==> config.mk <==
export PLATFORM = sky130hd
export DESIGN_NAME = i2c_irq_fifo_ctrl
export DESIGN_NICKNAME = d
export VERILOG_FILES = /design/src/rtl/i2c_irq_pkg.sv /design/src/rtl/i2c_flush_seq.sv /design/src/rtl/i2c_irq_status.sv /design/src/rtl/i2c_irq_fifo_ctrl.sv
export SDC_FILE = /design/constraint.sdc
export NUM_CORES = 1
export LEC_CHECK = 0
export ABC_AREA = 1
export BUFFER_PORTS_ARGS = -buffer_cell sky130_fd_sc_hd__buf_2
export CAP_MARGIN = 20
export CORE_MARGIN = 4
export CORE_UTILIZATION = 40
export DETAILED_ROUTE_END_ITERATION = 10
export GPL_TIMING_DRIVEN = 0
export PLACE_DENSITY = 0.67
export SKIP_CTS_REPAIR_TIMING = 1
export SLEW_MARGIN = 25
export SYNTH_ARGS = -nofsm -noshare
export SYNTH_HDL_FRONTEND = slang
export SYNTH_HIERARCHICAL = 1
export SYNTH_SLANG_ARGS = --single-unit
==> constraint.sdc <==
create_clock -name clk -period 1.3 [get_ports clk]
set_input_delay 0.065 -clock clk [delete_from_list [all_inputs] [get_ports clk]]
set_output_delay 0.065 -clock clk [all_outputs]
set_load 0.01 [all_outputs]
==> src/rtl/i2c_irq_pkg.sv <==
package i2c_irq_pkg;

    localparam int unsigned STAT_W = 32;

    // status bit positions
    localparam int unsigned B_TXE  = 0;
    localparam int unsigned B_TXNE = 1;
    localparam int unsigned B_TXF  = 2;
    localparam int unsigned B_TXOV = 3;
    localparam int unsigned B_RXE  = 4;
    localparam int unsigned B_RXNF = 5;
    localparam int unsigned B_RXF  = 6;
    localparam int unsigned B_SLV0 = 16;
    localparam int unsigned B_MDN  = 19;
    localparam int unsigned B_SDN  = 20;
    localparam int unsigned B_ARB  = 24;
    localparam int unsigned B_BERR = 25;
    localparam int unsigned B_MDNS = 28;

    localparam logic [STAT_W-1:0] IMPL_MASK   = 32'h131F_007F;
    localparam logic [STAT_W-1:0] STICKY_MASK = 32'h131F_0008;

    // control word flush positions
    localparam int unsigned C_TXFL = 7;
    localparam int unsigned C_RXFL = 8;
    localparam int unsigned N_FIFO = 2;

    typedef enum logic [2:0] {
        RA_CTRL  = 3'd0,
        RA_TXTHR = 3'd1,
        RA_RXTHR = 3'd2,
        RA_MASK  = 3'd3,
        RA_RAW   = 3'd4,
        RA_MSKD  = 3'd5,
        RA_CLR   = 3'd6
    } reg_addr_e;

    typedef enum logic [1:0] {
        FL_IDLE  = 2'd0,
        FL_DRAIN = 2'd1,
        FL_DONE  = 2'd2
    } flush_state_e;

endpackage

==> src/rtl/i2c_flush_seq.sv <==
module i2c_flush_seq
    import i2c_irq_pkg::*;
#(
    parameter int unsigned FLUSH_CYC = 4
) (
    input  logic clk,
    input  logic rst_n,
    input  logic start_i,
    output logic flush_o,
    output logic pend_o
);
    localparam int unsigned CNT_W = $clog2(FLUSH_CYC + 1);
    localparam logic [CNT_W-1:0] CNT_LAST = CNT_W'(FLUSH_CYC - 1);

    flush_state_e state_q, state_d;
    logic [CNT_W-1:0] cnt_q;

    always_ff @(posedge clk or negedge rst_n) begin
        if (!rst_n) begin
            state_q <= FL_IDLE;
        end else begin
            state_q <= state_d;
        end
    end

    always_ff @(posedge clk or negedge rst_n) begin
        if (!rst_n) begin
            cnt_q <= '0;
        end else if (state_q == FL_DRAIN) begin
            cnt_q <= cnt_q + 1'b1;
        end else begin
            cnt_q <= '0;
        end
    end

    always_comb begin
        state_d = state_q;
        unique case (state_q)
            FL_IDLE:  if (start_i) state_d = FL_DRAIN;
            FL_DRAIN: if (cnt_q == CNT_LAST) state_d = FL_DONE;
            FL_DONE:  state_d = FL_IDLE;
            default:  state_d = FL_IDLE;
        endcase
    end

    always_comb begin
        flush_o = 1'b0;
        pend_o  = 1'b0;
        unique case (state_q)
            FL_IDLE:  ;
            FL_DRAIN: begin flush_o = 1'b1; pend_o = 1'b1; end
            FL_DONE:  pend_o = 1'b1;
            default:  ;
        endcase
    end

endmodule

==> src/rtl/i2c_irq_status.sv <==
module i2c_irq_status
    import i2c_irq_pkg::*;
#(
    parameter int unsigned DEPTH = 16,
    parameter int unsigned THR_W = 4,
    parameter int unsigned LVL_W = $clog2(DEPTH + 1)
) (
    input  logic              clk,
    input  logic              rst_n,
    input  logic [LVL_W-1:0]  tx_level,
    input  logic [LVL_W-1:0]  rx_level,
    input  logic [THR_W-1:0]  tx_thr,
    input  logic [THR_W-1:0]  rx_thr,
    input  logic              tx_write,
    input  logic [2:0]        evt_slave,
    input  logic              evt_mst_done,
    input  logic              evt_slv_done,
    input  logic              evt_arb_lost,
    input  logic              evt_bus_err,
    input  logic              evt_mst_done_nostop,
    input  logic              clr_stb,
    input  logic [STAT_W-1:0] clr_data,
    output logic [STAT_W-1:0] raw_o
);
    localparam logic [LVL_W-1:0] LVL_FULL = LVL_W'(DEPTH);

    logic [STAT_W-1:0] lvl_vec, evt_vec, clr_vec, sticky_q;

    always_comb begin
        lvl_vec         = '0;
        lvl_vec[B_TXE]  = (tx_level == '0);
        lvl_vec[B_TXNE] = (tx_level <= LVL_W'(tx_thr));
        lvl_vec[B_TXF]  = (tx_level == LVL_FULL);
        lvl_vec[B_RXE]  = (rx_level == '0);
        lvl_vec[B_RXNF] = (rx_level >= LVL_W'(rx_thr));
        lvl_vec[B_RXF]  = (rx_level == LVL_FULL);
    end

    always_comb begin
        evt_vec              = '0;
        evt_vec[B_TXOV]      = tx_write && (tx_level == LVL_FULL);
        evt_vec[B_SLV0 +: 3] = evt_slave;
        evt_vec[B_MDN]       = evt_mst_done;
        evt_vec[B_SDN]       = evt_slv_done;
        evt_vec[B_ARB]       = evt_arb_lost;
        evt_vec[B_BERR]      = evt_bus_err;
        evt_vec[B_MDNS]      = evt_mst_done_nostop;
    end

    assign clr_vec = clr_stb ? (clr_data & STICKY_MASK) : '0;

    // new events take priority over a clear in the same cycle
    always_ff @(posedge clk or negedge rst_n) begin
        if (!rst_n) begin
            sticky_q <= '0;
        end else begin
            sticky_q <= ((sticky_q & ~clr_vec) | evt_vec) & STICKY_MASK;
        end
    end

    assign raw_o = sticky_q | lvl_vec;

endmodule

==> src/rtl/i2c_irq_fifo_ctrl.sv <==
module i2c_irq_fifo_ctrl
    import i2c_irq_pkg::*;
#(
    parameter int unsigned DEPTH     = 16,
    parameter int unsigned THR_W     = 4,
    parameter int unsigned FLUSH_CYC = 4,
    parameter int unsigned LVL_W     = $clog2(DEPTH + 1)
) (
    input  logic              clk,
    input  logic              rst_n,
    input  logic [2:0]        reg_addr,
    input  logic              reg_wr,
    input  logic [31:0]       reg_wdata,
    output logic [31:0]       reg_rdata,
    input  logic [LVL_W-1:0]  tx_level,
    input  logic [LVL_W-1:0]  rx_level,
    input  logic              tx_write,
    input  logic [2:0]        evt_slave,
    input  logic              evt_mst_done,
    input  logic              evt_slv_done,
    input  logic              evt_arb_lost,
    input  logic              evt_bus_err,
    input  logic              evt_mst_done_nostop,
    output logic              tx_flush_o,
    output logic              rx_flush_o,
    output logic              irq_o
);
    logic [THR_W-1:0]  tx_thr_q, rx_thr_q;
    logic [STAT_W-1:0] mask_q, raw_w, masked_w;
    logic [N_FIFO-1:0] flush_vec, flush_pend;
    logic              clr_stb, ctrl_wr;

    assign ctrl_wr = reg_wr && (reg_addr == RA_CTRL);
    assign clr_stb = reg_wr && (reg_addr == RA_CLR);

    always_ff @(posedge clk or negedge rst_n) begin
        if (!rst_n) begin
            tx_thr_q <= '0;
            rx_thr_q <= '0;
            mask_q   <= '0;
        end else if (reg_wr) begin
            if (reg_addr == RA_TXTHR) tx_thr_q <= reg_wdata[THR_W-1:0];
            if (reg_addr == RA_RXTHR) rx_thr_q <= reg_wdata[THR_W-1:0];
            if (reg_addr == RA_MASK)  mask_q   <= reg_wdata & IMPL_MASK;
        end
    end

    i2c_irq_status #(
        .DEPTH (DEPTH),
        .THR_W (THR_W),
        .LVL_W (LVL_W)
    ) status_i (
        .clk                 (clk),
        .rst_n               (rst_n),
        .tx_level            (tx_level),
        .rx_level            (rx_level),
        .tx_thr              (tx_thr_q),
        .rx_thr              (rx_thr_q),
        .tx_write            (tx_write),
        .evt_slave           (evt_slave),
        .evt_mst_done        (evt_mst_done),
        .evt_slv_done        (evt_slv_done),
        .evt_arb_lost        (evt_arb_lost),
        .evt_bus_err         (evt_bus_err),
        .evt_mst_done_nostop (evt_mst_done_nostop),
        .clr_stb             (clr_stb),
        .clr_data            (reg_wdata),
        .raw_o               (raw_w)
    );

    for (genvar g = 0; g < N_FIFO; g++) begin : g_flush
        i2c_flush_seq #(
            .FLUSH_CYC (FLUSH_CYC)
        ) seq_i (
            .clk     (clk),
            .rst_n   (rst_n),
            .start_i (ctrl_wr && reg_wdata[C_TXFL + g]),
            .flush_o (flush_vec[g]),
            .pend_o  (flush_pend[g])
        );
    end

    assign tx_flush_o = flush_vec[0];
    assign rx_flush_o = flush_vec[1];

    assign masked_w = raw_w & mask_q;
    assign irq_o    = |masked_w;

    always_comb begin
        reg_rdata = '0;
        unique case (reg_addr)
            RA_CTRL:  begin
                reg_rdata[C_TXFL] = flush_pend[0];
                reg_rdata[C_RXFL] = flush_pend[1];
            end
            RA_TXTHR: reg_rdata[THR_W-1:0] = tx_thr_q;
            RA_RXTHR: reg_rdata[THR_W-1:0] = rx_thr_q;
            RA_MASK:  reg_rdata = mask_q;
            RA_RAW:   reg_rdata = raw_w;
            RA_MSKD:  reg_rdata = masked_w;
            default:  reg_rdata = '0;
        endcase
    end

endmodule

==> results of run 1 <==
path summary, 6_finish.rpt:
kind | endpoint | cells after the start
setup / recovery | irq_o | 12
hold / removal | status_i/sticky_q[3]$_DFF_PN0_ | 3
setup reg to reg | g_flush[0].seq_i/state_q[1]$_DFFE_PN0P_ | 7
hold reg to reg | g_flush[1].seq_i/cnt_q[0]$_DFF_PN0_ | 1
max in group asynchronous | tx_thr_q[0]$_DFFE_PN0P_ | 2
min in group asynchronous | status_i/sticky_q[18]$_DFF_PN0_ | 2
per-layer routing:
| metal | vias up | track usage [%] |
|---|---|---|
| met5 | - | 0 |
| met4 | 0 | 4.21 |
| met3 | 8 | 3.21 |
| met2 | 80 | 25.0 |
| met1 | 1255 | 20.9 |
| li1 | 1447 | - |
area by class of cell:
| type | count | area [sq um] |
|---|---|---|
| clock buffer | 6 | 72.6 |
| timing repair buffer | 93 | 606 |
| fill | 694 | 3240 |
| inverter | 63 | 239 |
| tap | 99 | 124 |
| sequential | 42 | 1050 |
| clock inverter | 2 | 37.5 |
| buffer | 27 | 201 |
| multi-input combinational | 286 | 1640 |
cell families (layout without fill, tap and decap cells):
group                      after synthesis  count (layout)  share of synthesized area [%]
AOI/OAI and AO/OA                       46              46                           11.2
adders and majority gates               18              18                           7.62
and+or+nand+nor                        205             205                           30.9
other                                    1              17                          0.127
DFF                                     42              42                           35.6
buffers and inverters                   90             191                           14.6
flip-flops by register name, summed over array words and instances, names as in the netlist:
register and count:
mask_q 15, status_i/sticky_q 9, g_flush.seq_i/cnt_q 6, g_flush.seq_i/state_q 4, rx_thr_q 4, tx_thr_q 4
critical path: stages (launching register included):
cell     delay, ns
dfrtp_1       0.37
inv_2         0.06
ha_4          0.27
inv_2         0.03
nor2_2        0.10
nand3_1       0.09
nand3_1       0.08
nand2_2       0.07
nand2_2       0.08
nand4_1       0.14
nor2_1        0.13
nand2_1       0.07
buf_2         0.14
cells in the mapped netlist, drive strengths merged:
| library cell | number |
|---|---|
| dfrtp | 42 |
| nand4 | 7 |
| nor3 | 2 |
| buf | 27 |
| nand2 | 129 |
| inv | 63 |
| a21o | 8 |
| o211ai | 11 |
| o21ai | 23 |
| ha | 18 |
| o21a | 1 |
| conb | 1 |
| a21oi | 3 |
| nor4 | 1 |
| nand3 | 18 |
| nor2 | 48 |
where the power goes:
group          leakage (nW)  switching (mW)  internal (mW)  total, mW
registers             0.503           0.183           1.55       1.74
clock network        0.0514           0.466          0.573       1.04
logic                  1.51           0.922          0.786       1.71
total                  2.07            1.57           2.91       4.48
layout by cell type, fill, tap and decap left out, types with 2 or more instances in the layout:
cell / Yosys / final
a21o_1: 8 / 8
a21oi_2: 0 / 2
buf_2: 4 / 58
buf_4: 20 / 40
buf_6: 2 / 4
clkbuf_8: 0 / 5
conb_1: 1 / 17
dfrtp_1: 42 / 42
dlygate4sd3_1: 0 / 16
ha_1: 18 / 12
ha_4: 0 / 5
inv_1: 58 / 51
inv_2: 5 / 11
nand2_1: 119 / 114
nand2_2: 10 / 15
nand3_1: 17 / 12
nand3_2: 0 / 5
nand4_1: 7 / 7
nor2_1: 42 / 41
nor2_2: 2 / 3
nor2_4: 3 / 3
o211ai_2: 10 / 10
o21ai_0: 4 / 3
o21ai_1: 19 / 20
==> metrics, run 1 <==
Placement Cell Area 0.00343 sq mm; total wire length approximately 7.3 mm; initial drt markers 132; clock-pin slew on the worst setup and hold paths approximately 0.080 ns; setup TNS -1.89 ns; via count approximately 2800; largest net degree at the start of global routing 43; drc violations 0; R2R setup slack approximately 0.16 ns; Lkg Pwr 2.07 nW; drt wl/cell between 10 and 15 um; grt ovf 0; Total GRT Usage ~15%; IO Port Bufs slightly below 60; final std cells w/o fill roughly 600; Syn-to-layout area delta 34.5%; Root Driver clkbuf_8; Die Span Y between 90 and 100 um; diode count 0; FF+latch count, synth 42; Core Area roughly 0.007 sq mm; TritonCTS Buffers 5; post-route cell area approximately 0.004 sq mm; initial antenna violation count 0; Mean Syn Cell Area about 7.4 sq um; Setup crit end kind output port; met2 routed WL ~3.4 mm; total power between 4 and 5 mW; Required @ worst endpoint approximately 1.2 ns; Met3 Wirelength around 460 um; Tmin final between 1.5 and 2 ns; critical path data arrival time roughly 1.9 ns; Top Ports just over 90; CP max FO 2; vias per inst 4.51; Netlist cell types 28; worst setup margin -0.689 ns; startpoint type of the worst setup path register; Post-Synthesis Cells approximately 400; WHS -0.0212 ns; Post-Syn Area 0.00296 sq mm; fmax 503 MHz; global-route wire length before repair 11.0 mm; Max Used Layer met4; Slew @ Worst Pin approximately 0.53 ns; layout cells sized above 1 between 30% and 40%; # clock sinks between 40 and 50; vias in the first global route approximately 2400; Synth top area share between 30 and 40%; critical path class register to output port; num rows 31; relative slew slack between 60 and 70%; gpl congestion between 0.8 and 0.9; hold path startpoint tx_write; Seq/Total Area, Yosys between 30% and 40%; Die W roughly 94 um; max-slew violations 0; CTS Buffer Depth 2; maxcap violations 0; Pwr Density around 1100 mW/mm^2; Finished Core Util between 50% and 60%; failing checks hold timing, setup timing; drt first pass iters 4; final antenna-violating net count 0; Placed Cells between 500 and 600; die area 0.00883 sq mm; Clk Latency, worst-skew pair around 0.30 ns; YS warnings 6; Synth area leaders dfrtp_1, nand2_1, ha_1; Final Cycle Share 153%; Crit. Startpoint tx_thr_q[3]$_DFFE_PN0P_; Synth area leader dfrtp_1; RSZ-0062 raised after global routing yes; Setup WS pre-CTS -0.432 ns; Worst Skew between 0.0015 and 0.002 ns; # nets final just under 600; hpwl dp approximately 5.3 mm; starting density of the core 41.0%; worst hold-check path type input pin to register; Fin. Hold Viols 5; status finished, violations left; CTS tree yes; met1 wire length 3.30 mm; setup violators final 6; # H-tree levels 2; reg2reg start g_flush[0].seq_i/cnt_q[0]$_DFF_PN0_; maximum vdd drop roughly 0.56 mV
Power figures use the tool's default switching activity.
==> run 2: changes to the inputs <==
CORE_ASPECT_RATIO = 0.6   (was default)
==> run 2 against run 1 <==
Compared with the run above:
- the run ends with setup timing left
- combinational power hardly changed
- cell area fell by 2.0%
- non-clock buffer count decreased by 9
- highest routed layer unchanged
- wire length is 3.0% higher
- critical endpoint unchanged
- clock power rose by 13%
==> metrics, run 2 (same netlist as run 1, synthesis figures left out) <==
worst setup margin -0.581 ns (+0.107 ns); CTS Buffer Depth 2 (unchanged); commonest non-fill, non-tap cell in the layout nand2_1; fillcell total 668 (-3.7%); gpl congestion 0.915 (+8.4%); max-slew violations 0 (unchanged); drc violations 0 (unchanged); Total GRT Usage 16.7% (+1.3 points); Core Area 0.00691 sq mm (-4.3%); # clock sinks 42 (unchanged); Lkg Pwr 2.04 nW (-1.1%); hpwl dp 5.74 mm (+8.8%); diode count 0 (unchanged); initial drt markers 145 (+9.8%); Finished Core Util 56.4% (+1.3 points); Regs by FF count mask_q x15, status_i/sticky_q x9, g_flush.seq_i/cnt_q x6; drt wl/cell 12.6 um (+6.8%); die area 0.00887 sq mm (+0.51%); Top Ports 92 (unchanged); clock-pin slew on the worst setup and hold paths 0.06 ns (-0.02 ns); vias per inst 4.66 (+3.1%); number of flip-flops in the largest register 15 (unchanged); Setup crit end kind output port; Worst Skew 0.00141 ns (-0.000151 ns); critical path data arrival time 1.82 ns (-0.10 ns); TritonCTS Buffers 5 (unchanged); final antenna-violating net count 0 (unchanged); Largest Register mask_q; relative slew slack 63.6% (-0.95 points); layout cells sized above 1 31.6% (-1.1 points); # nets final 584 (-1.5%); vias in the first global route 2522 (+3.3%); Fin. Hold Viols 0 (-5); WHS Path Cells 3 (unchanged); largest net degree at the start of global routing 43 (unchanged); RSZ-0062 raised after global routing yes; total wire length 7.49 mm (+3.0%); num rows 23 (-26%); via count 2775 (-0.54%); initial antenna violation count 0 (unchanged); drt first pass iters 4 (unchanged); maxcap violations 0 (unchanged); setup violators final 4 (-2); status finished, violations left; CP max FO 2 (unchanged); grt ovf 0 (unchanged); Die W 119 um (+27%); failing checks setup timing; # H-tree levels 2 (unchanged); Slew @ Worst Pin 0.546 ns (+0.0142 ns); Die Span Y 74.6 um (-21%); Tmin final 1.88 ns (-0.107 ns); post-route cell area 0.00389 sq mm (-2.0%); Syn-to-layout area delta 31.8%; Root Driver clkbuf_16; Required @ worst endpoint 1.24 ns (about the same); worst hold-check path type input pin to register; fmax 532 MHz (+5.7%); global-route wire length before repair 11.8 mm (+7.8%); Pwr Density 1180 mW/mm^2 (+4.6%); Placement Cell Area 0.00342 sq mm (-0.44%); Final Cycle Share 145% (-8.3 points); Clk Latency, worst-skew pair 0.28 ns (-0.02 ns); commonest cells after routing, fill and taps aside nand2_1, buf_2, inv_1, dfrtp_1, nor2_1; starting density of the core 42.8% (+1.8 points); startpoint type of the worst setup path register; CTS tree yes; critical path class register to output port; reg2reg path depth 6 (-1); IO Port Bufs 59 (unchanged); maximum vdd drop 0.562 mV (-0.46%)
[run 2: through the flow]
step,hold WS (ns),power (mW),setup slack (ns),setup TNS (ns),std cells
after global placement,0.243,3.07,-0.400,-1.36,564
final,0.000580,4.60,-0.581,-1.54,596
after detailed placement,0.247,3.12,-0.423,-1.65,564
after floorplan,-0.231,2.68,-0.0779,-0.116,418
after CTS,-0.0382,4.29,-0.730,-2.61,571
after global routing,0.00744,4.93,-0.681,-2.07,596
[run 2: report_power, final]
group          total, mW  internal [mW]  switching [mW]  leakage (nW)
Clock               1.17          0.702           0.464        0.0640
Combinational       1.70          0.763           0.942          1.48
Sequential          1.73           1.56           0.169         0.503
Total               4.60           3.02            1.57          2.04
[run 2: final cells by class]
class | count | area [sq um] | share of cell area [%]
multi-input cells | 286 | 1630 | 41.9
clock buffers | 7 | 133 | 3.41
plain buffers | 27 | 201 | 5.17
inverters | 63 | 239 | 6.14
flip-flops and latches | 42 | 1050 | 27.0
well taps | 87 | 109 | 2.79
repair buffers | 84 | 529 | 13.6
[run 2: path summary, 6_finish.rpt]
check	start	endpoint	slack [ns]
setup / recovery	tx_thr_q[3]$_DFFE_PN0P_	irq_o	-0.58
hold / removal	reg_wdata[4]	mask_q[4]$_DFFE_PN0P_	0.0006
setup reg to reg	g_flush[0].seq_i/cnt_q[0]$_DFF_PN0_	g_flush[0].seq_i/state_q[0]$_DFFE_PN0P_	0.16
hold reg to reg	g_flush[1].seq_i/cnt_q[0]$_DFF_PN0_	g_flush[1].seq_i/cnt_q[0]$_DFF_PN0_	0.43
max in group asynchronous	rst_n	g_flush[1].seq_i/cnt_q[0]$_DFF_PN0_	0.61
min in group asynchronous	rst_n	status_i/sticky_q[3]$_DFF_PN0_	0.31
[run 2: metal layers]
| metal | wire length (um) | global-route usage, % |
|---|---|---|
| met1 | 3610 | 23.9 |
| met5 | 0 | 0 |
| met3 | 715 | 4.94 |
| met4 | 33 | 2.95 |
| met2 | 3130 | 25.7 |
[run 2: worst max-delay path: stages, from the launching register on]
cell     delay (ns)
dfrtp_1        0.38
inv_2          0.06
ha_4           0.26
inv_2          0.03
nor2_2         0.09
nand3_1        0.07
nand3_1        0.07
nand2_1        0.07
nand2_1        0.09
nand4_1        0.09
nor2_1         0.12
nand2_1        0.07
buf_2          0.14
